**config.mk**
```make
export PLATFORM = sky130hd
export DESIGN_NAME = mux_bus_seq
export DESIGN_NICKNAME = d
export VERILOG_FILES = /design/src/rtl/mux_bus_pkg.sv /design/src/rtl/mux_bus_phase.sv /design/src/rtl/mux_bus_cycle.sv /design/src/rtl/mux_bus_port.sv /design/src/rtl/mux_bus_seq.sv
export SDC_FILE = /design/constraint.sdc
export NUM_CORES = 1
export LEC_CHECK = 0
export BUFFER_PORTS_ARGS = -buffer_cell sky130_fd_sc_hd__buf_2
export CORE_MARGIN = 5
export CORE_UTILIZATION = 40
export DETAILED_ROUTE_END_ITERATION = 7
export PLACE_DENSITY_LB_ADDON = 0.25
export SYNTH_ARGS = -nofsm -noshare
export SYNTH_HDL_FRONTEND = slang
export SYNTH_HIERARCHICAL = 1
export SYNTH_SLANG_ARGS = --single-unit
```
**constraint.sdc**
```tcl
create_clock -name clk -period 2 [get_ports clk]
set_input_delay 0.1 -clock clk [delete_from_list [all_inputs] [get_ports clk]]
set_output_delay 0.1 -clock clk [all_outputs]
set_load 0.02 [all_outputs]
```
**src/rtl/mux_bus_pkg.sv**
```systemverilog
package mux_bus_pkg;

  // What the port drives in the current phase
  typedef enum logic [1:0] {
    DRV_IDLE    = 2'd0,
    DRV_ADDR    = 2'd1,
    DRV_WDATA   = 2'd2,
    DRV_RELEASE = 2'd3
  } drv_sel_e;

endpackage

```
**src/rtl/mux_bus_phase.sv**
```systemverilog
module mux_bus_phase #(
  parameter int PERIOD_PH = 8,
  parameter int STROBE_PH = 3,
  localparam int PH_W = $clog2(PERIOD_PH)
) (
  input  logic            clk,
  input  logic            rst,
  output logic [PH_W-1:0] phase,
  output logic            strobe,
  output logic            last_ph
);

  localparam logic [PH_W-1:0] LAST = PH_W'(PERIOD_PH - 1);
  localparam logic [PH_W-1:0] HIGH_END = PH_W'(STROBE_PH);

  logic [PH_W-1:0] phase_q;

  always_ff @(posedge clk) begin
    if (rst) begin
      phase_q <= '0;
    end else if (phase_q == LAST) begin
      phase_q <= '0;
    end else begin
      phase_q <= phase_q + 1'b1;
    end
  end

  assign phase   = phase_q;
  assign last_ph = (phase_q == LAST) && !rst;
  assign strobe  = rst || (phase_q < HIGH_END);

  // the phase after the last one starts a new period
  a_r4_wrap : assert property (@(posedge clk) disable iff (rst)
    last_ph |=> (phase == '0));

endmodule

```
**src/rtl/mux_bus_cycle.sv**
```systemverilog
module mux_bus_cycle #(
  parameter int DATA_W = 8
) (
  input  logic              clk,
  input  logic              rst,
  input  logic              last_ph,
  input  logic              req_valid,
  input  logic              req_write,
  input  logic [DATA_W-1:0] req_addr_lo,
  input  logic [DATA_W-1:0] req_wdata,
  input  logic [DATA_W-1:0] port_in,
  output logic              active,
  output logic              is_write,
  output logic [DATA_W-1:0] addr_q,
  output logic [DATA_W-1:0] wdata_q,
  output logic              done,
  output logic [DATA_W-1:0] rdata
);

  logic take;
  logic finish;

  assign take   = req_valid && last_ph;
  assign finish = active && last_ph;

  always_ff @(posedge clk) begin
    if (rst) begin
      active   <= 1'b0;
      is_write <= 1'b0;
      addr_q   <= '0;
      wdata_q  <= '0;
      done     <= 1'b0;
      rdata    <= '0;
    end else begin
      done <= finish;
      if (finish && !is_write) begin
        rdata <= port_in;
      end
      if (last_ph) begin
        active <= take;
        if (take) begin
          is_write <= req_write;
          addr_q   <= req_addr_lo;
          wdata_q  <= req_wdata;
        end
      end
    end
  end

  // completion pulse lasts a single clock
  a_r8_done_single : assert property (@(posedge clk) disable iff (rst)
    done |=> !done);

  // an accepted request makes the next period an active cycle
  a_r4_take_starts : assert property (@(posedge clk) disable iff (rst)
    take |=> active);

  // a write completion leaves the captured read data untouched
  a_r7_write_keeps : assert property (@(posedge clk) disable iff (rst)
    (finish && is_write) |=> $stable(rdata));

endmodule

```
**src/rtl/mux_bus_port.sv**
```systemverilog
module mux_bus_port
  import mux_bus_pkg::*;
#(
  parameter int DATA_W = 8,
  parameter int PH_W   = 3
) (
  input  logic              clk,
  input  logic              rst,
  input  logic              strobe,
  input  logic              active,
  input  logic              is_write,
  input  logic [DATA_W-1:0] addr_q,
  input  logic [DATA_W-1:0] wdata_q,
  output logic [DATA_W-1:0] port_out,
  output logic              port_oe
);

  drv_sel_e sel;

  always_comb begin
    if (!active) begin
      sel = DRV_IDLE;
    end else if (strobe) begin
      sel = DRV_ADDR;
    end else if (is_write) begin
      sel = DRV_WDATA;
    end else begin
      sel = DRV_RELEASE;
    end
  end

  always_comb begin
    port_out = '1;
    port_oe  = 1'b0;
    if (rst) begin
      port_out = '1;
      port_oe  = 1'b1;
    end else begin
      case (sel)
        DRV_ADDR: begin
          port_out = addr_q;
          port_oe  = 1'b1;
        end
        DRV_WDATA: begin
          port_out = wdata_q;
          port_oe  = 1'b1;
        end
        default: begin
          port_out = '1;
          port_oe  = 1'b0;
        end
      endcase
    end
  end

  // the address is only ever driven while the strobe is high
  a_r5_addr_in_strobe : assert property (@(posedge clk) disable iff (rst)
    (sel == DRV_ADDR) |-> (strobe && port_oe));

  // the port is never released while the strobe is high
  a_r7_release_after : assert property (@(posedge clk) disable iff (rst)
    (!port_oe) |-> (!strobe || !active));

endmodule

```
**src/rtl/mux_bus_seq.sv**
```systemverilog
module mux_bus_seq #(
  parameter int ADDR_W    = 16,
  parameter int DATA_W    = 8,
  parameter int PERIOD_PH = 8,
  parameter int STROBE_PH = 3
) (
  input  logic              clk,
  input  logic              rst,
  input  logic              req_valid,
  output logic              req_ready,
  input  logic              req_write,
  input  logic [ADDR_W-1:0] req_addr,
  input  logic [DATA_W-1:0] req_wdata,
  input  logic [DATA_W-1:0] port_in,
  output logic [DATA_W-1:0] port_out,
  output logic              port_oe,
  output logic              addr_strobe,
  output logic              rsp_valid,
  output logic [DATA_W-1:0] rsp_rdata
);

  localparam int PH_W  = $clog2(PERIOD_PH);
  localparam int CNT_W = PH_W + 2;

  logic [PH_W-1:0]   phase;
  logic              strobe;
  logic              last_ph;
  logic              active;
  logic              is_write;
  logic [DATA_W-1:0] addr_q;
  logic [DATA_W-1:0] wdata_q;

  mux_bus_phase #(
    .PERIOD_PH (PERIOD_PH),
    .STROBE_PH (STROBE_PH)
  ) u_phase (
    .clk     (clk),
    .rst     (rst),
    .phase   (phase),
    .strobe  (strobe),
    .last_ph (last_ph)
  );

  mux_bus_cycle #(
    .DATA_W (DATA_W)
  ) u_cycle (
    .clk         (clk),
    .rst         (rst),
    .last_ph     (last_ph),
    .req_valid   (req_valid),
    .req_write   (req_write),
    .req_addr_lo (req_addr[DATA_W-1:0]),
    .req_wdata   (req_wdata),
    .port_in     (port_in),
    .active      (active),
    .is_write    (is_write),
    .addr_q      (addr_q),
    .wdata_q     (wdata_q),
    .done        (rsp_valid),
    .rdata       (rsp_rdata)
  );

  mux_bus_port #(
    .DATA_W (DATA_W),
    .PH_W   (PH_W)
  ) u_port (
    .clk      (clk),
    .rst      (rst),
    .strobe   (strobe),
    .active   (active),
    .is_write (is_write),
    .addr_q   (addr_q),
    .wdata_q  (wdata_q),
    .port_out (port_out),
    .port_oe  (port_oe)
  );

  assign req_ready   = last_ph;
  assign addr_strobe = strobe;

  // Strobe timing monitor: counters measure period and high time
  logic             strobe_d;
  logic             seen_rise;
  logic [CNT_W-1:0] per_cnt;
  logic [CNT_W-1:0] hi_cnt;
  logic             rise_now;
  logic             fall_now;

  assign rise_now = addr_strobe && !strobe_d;
  assign fall_now = !addr_strobe && strobe_d;

  always_ff @(posedge clk) begin
    strobe_d <= addr_strobe;
    if (rst) begin
      seen_rise <= 1'b0;
      per_cnt   <= '0;
      hi_cnt    <= '0;
    end else begin
      if (rise_now) begin
        seen_rise <= 1'b1;
        per_cnt   <= CNT_W'(1);
      end else if (per_cnt != '1) begin
        per_cnt <= per_cnt + 1'b1;
      end
      if (addr_strobe) begin
        if (rise_now) begin
          hi_cnt <= CNT_W'(1);
        end else if (hi_cnt != '1) begin
          hi_cnt <= hi_cnt + 1'b1;
        end
      end
    end
  end

  // rises are exactly one period apart
  a_r1_period : assert property (@(posedge clk) disable iff (rst)
    (rise_now && seen_rise) |-> (per_cnt == CNT_W'(PERIOD_PH)));

  // each high span lasts the strobe width
  a_r2_high_time : assert property (@(posedge clk) disable iff (rst)
    (fall_now && seen_rise) |-> (hi_cnt == CNT_W'(STROBE_PH)));

  // reset forces strobe high and the port to all ones, driven
  a_r3_reset_drive : assert property (@(posedge clk)
    rst |-> (addr_strobe && port_oe && (&port_out) && !req_ready && !rsp_valid));

  // ready only in the clock before the strobe rises
  a_r4_ready_edge : assert property (@(posedge clk) disable iff (rst)
    req_ready |=> $rose(addr_strobe));

endmodule

```
==> flow_metrics.py <==
metrics = {
    "grt": {
        "track_usage_pct": 13.4,
        "grt_start_max_net_pins": 42,
        "antenna_found_initial": 0,
        "grt_first_pass_wirelength_um": 5460,
        "grt.overflow.total": 0,
        "grt_pass1_vias": 1253,
    },
    "placed_design": {
        "numPortBuffers": 47,
        "place.gp.congestion": 0.739,
        "dp_hpwl_um": 2230,
        "placed_area_mm2": 0.00170,
    },
    "critical_path": {
        "critPathMaxStageDelay_ps": 410,
        "worstPathArrival_ps": 1690,
        "crit_fanout": 18,
        "reg2reg_depth": 5,
        "cp_top_family": "simple AND/OR/NAND/NOR gates",
        "path_buf_inv": 1,
        "critPathSlowestCell": "or2_1",
        "setup.worst_path.class": "reg2out",
        "setup.worst_path.start_class": "flop",
        "crit_cells": 5,
        "rrSetupSlack_ps": 310,
        "path_cells": "a21oi_1, or2_1, nor2b_1, o21ai_1, buf_2",
        "cp.required_ps": 1900,
        "worstSetupEndpointType": "primary output",
    },
    "routing": {
        "dr.first_iter.drc_count": 79,
        "drt-wirelength-per-cell_um": 12.9,
        "drtAntennaViolNets": 0,
        "firstDrtPassIters": 3,
        "vias": 1230,
        "drt_wl_total_um": 3240,
        "drc": 0,
        "viasPerCell": 4.90,
    },
    "synth": {
        "netlist_area_mm2": 0.00148,
        "synth_nets": 196,
        "yosysWarningCount": 6,
        "postSynthAreaPerCell_um2": 9.34,
        "yosysTopAreaCell": "dfxtp_1",
        "netlist_instances": 158,
        "ys_types": 20,
        "synth_seq_area_share_pct": 40.7,
        "yosys-top-cells-area": "dfxtp_1, a21bo_2, nand2b_1",
        "netlist.area_leader.share_pct": 40.7,
        "ys_ff_latch": 30,
    },
    "final_layout": {
        "final_cell_mix": "buf_2, dfxtp_1, a21oi_1",
        "n_fill_cell": 347,
        "areaGrowthSynthToFinish_pct": 21.7,
        "fin_nets": 240,
        "n_antenna_cell": 0,
        "regArea_um2": 601,
        "design_area_mm2": 0.00180,
        "drive_above_1_share_pct": 36.0,
        "multi_input_area_um2": 783,
        "final_common_cell": "buf_2",
    },
    "clocking": {
        "htreeDepth": 2,
        "cts_tree": "built",
        "post_cts_buffers": 0,
        "path_clk_slew_ps": 60,
        "ctsResizeCount": 0,
        "cts_buffer_depth": 2,
        "cts_buffers": 5,
        "clock-sinks": 30,
        "cts.hold.buffers_added": 0,
        "insertion_delay_ps": 280,
        "root_buffer": "clkbuf_8",
    },
    "die": {
        "dieArea_mm2": 0.00501,
        "initial_core_util_pct": 40.9,
        "fp.coreArea_mm2": 0.00361,
        "io_pins": 56,
        "die_y_um": 70.8,
        "die_x_um": 70.8,
        "row_count": 22,
    },
    "power_and_ir_drop": {
        "power_frac_seq_pct": 50.7,
        "power.density_mw_per_mm2": 666,
        "pwr-share-clk_pct": 42.1,
        "p_switching_uw": 277,
        "peakVddDrop_uv": 425,
        "internal_power_uw": 919,
        "netSwitchingFraction_pct": 23.2,
        "p_leak_nw": 0.698,
        "pwr-share-comb_pct": 7.2,
    },
    "timing": {
        "setup_tns_ps": 0,
        "hold_viol": 0,
        "rsz0062_at_grt": "false",
        "period_share_pct": 89.7,
        "max_slew_margin_pct": 61.3,
        "fmaxAchievable_mhz": 558,
        "setup_viol": 0,
        "report.final.slew_viol_count": 0,
        "clock-skew-final_ps": 6.20,
        "fin_crit_ps": 1790,
        "worstMarginPinSlew_ps": 580,
    },
    "status": {
        "status": "finished, final reports clean",
    },
    "hold_path": {
        "hold_depth": 3,
        "hp-class": "in2reg",
    },
    "job": {
        "cap_viol_max_count": 0,
    },
}
through the flow:
step	hold WS [ps]	utilization (%)	instances	power (mW)	setup WS (ps)
2_1_floorplan	176	-	158	0.673	203
3_3_place_gp	357	47.2	243	0.703	391
3_5_place_dp	362	47.2	243	0.708	306
4_1_cts	59.0	49.8	251	1.22	148
5_1_grt	70.5	49.8	251	1.25	68.9
6_report	69.5	49.8	251	1.20	207
worst paths after layout:
path,endpoint,start
hold reg to reg,u_phase/phase[0],u_phase/phase[0]
hold / removal,u_cycle/is_write,req_write
setup / recovery,port_out[3],u_phase/phase[0]
setup reg to reg,u_cycle/rdata[2],u_phase/phase[0]
cell families after synthesis:
kind of cell,after synthesis,share of synthesized area (%)
AO/OA/AOI/OAI,44,20.7
AND/OR/NAND/NOR,60,24.4
adder cells (fa/ha/maj),2,1.69
buffers and inverters,13,6.44
multiplexers,9,6.10
flip-flops,30,40.7
tightest hold or removal path: cells and delay by family:
family,cells,cell delay [ps]
AOI/OAI and AO/OA,1,50
and+or+nand+nor,1,50
buffers and inverters,1,90
metal layers:
layer | part of all wire, % | routed length, um | GRT usage, %
met3 | 4.9 | 157 | 4.97
met1 | 44 | 1420 | 14.7
met4 | 1.0 | 33 | 4.38
met5 | 0 | 0 | 0
met2 | 50 | 1630 | 23.9
synth_stat cells:
library cell and count:
a21bo_2 14, o21ai_1 8, nand2_1 1, nor2_1 2, nor3_1 1, o21ai_0 1, clkbuf_1 1, mux2i_1 9
a21oi_1 18, buf_2 7, buf_6 5, or2_1 1, nor3b_1 10, a21bo_1 3, nand3_1 17, dfxtp_1 30
nand2b_1 17, and3b_1 1, ha_1 2, nor2b_1 10
power groups by stage:
stage / Combinational, mW / Sequential [mW] / Clock [mW]
6_report: 0.0861 / 0.607 / 0.504
5_1_grt: 0.0948 / 0.607 / 0.548
4_1_cts: 0.0875 / 0.607 / 0.523
3_5_place_dp: 0.0875 / 0.620 / 0
3_3_place_gp: 0.0839 / 0.619 / 0
2_1_floorplan: 0.0544 / 0.619 / 0
registers in the layout, summed over array words and instances, names as in the netlist:
signal	count
u_cycle/is_write	1
u_cycle/active	1
u_phase/phase	3
u_cycle/wdata_q	8
u_cycle/rdata	8
u_cycle/done	1
u_cycle/addr_q	8
cell type report:
cell class                 instances  share of cell area, %
timing repair buffer              50                   14.3
clock buffer                       6                   4.60
clock inverter                     2                  0.696
multi-input combinational        115                   43.6
sequential                        30                   33.4
tap                               48                   3.34
Power figures use the tool's default switching activity.
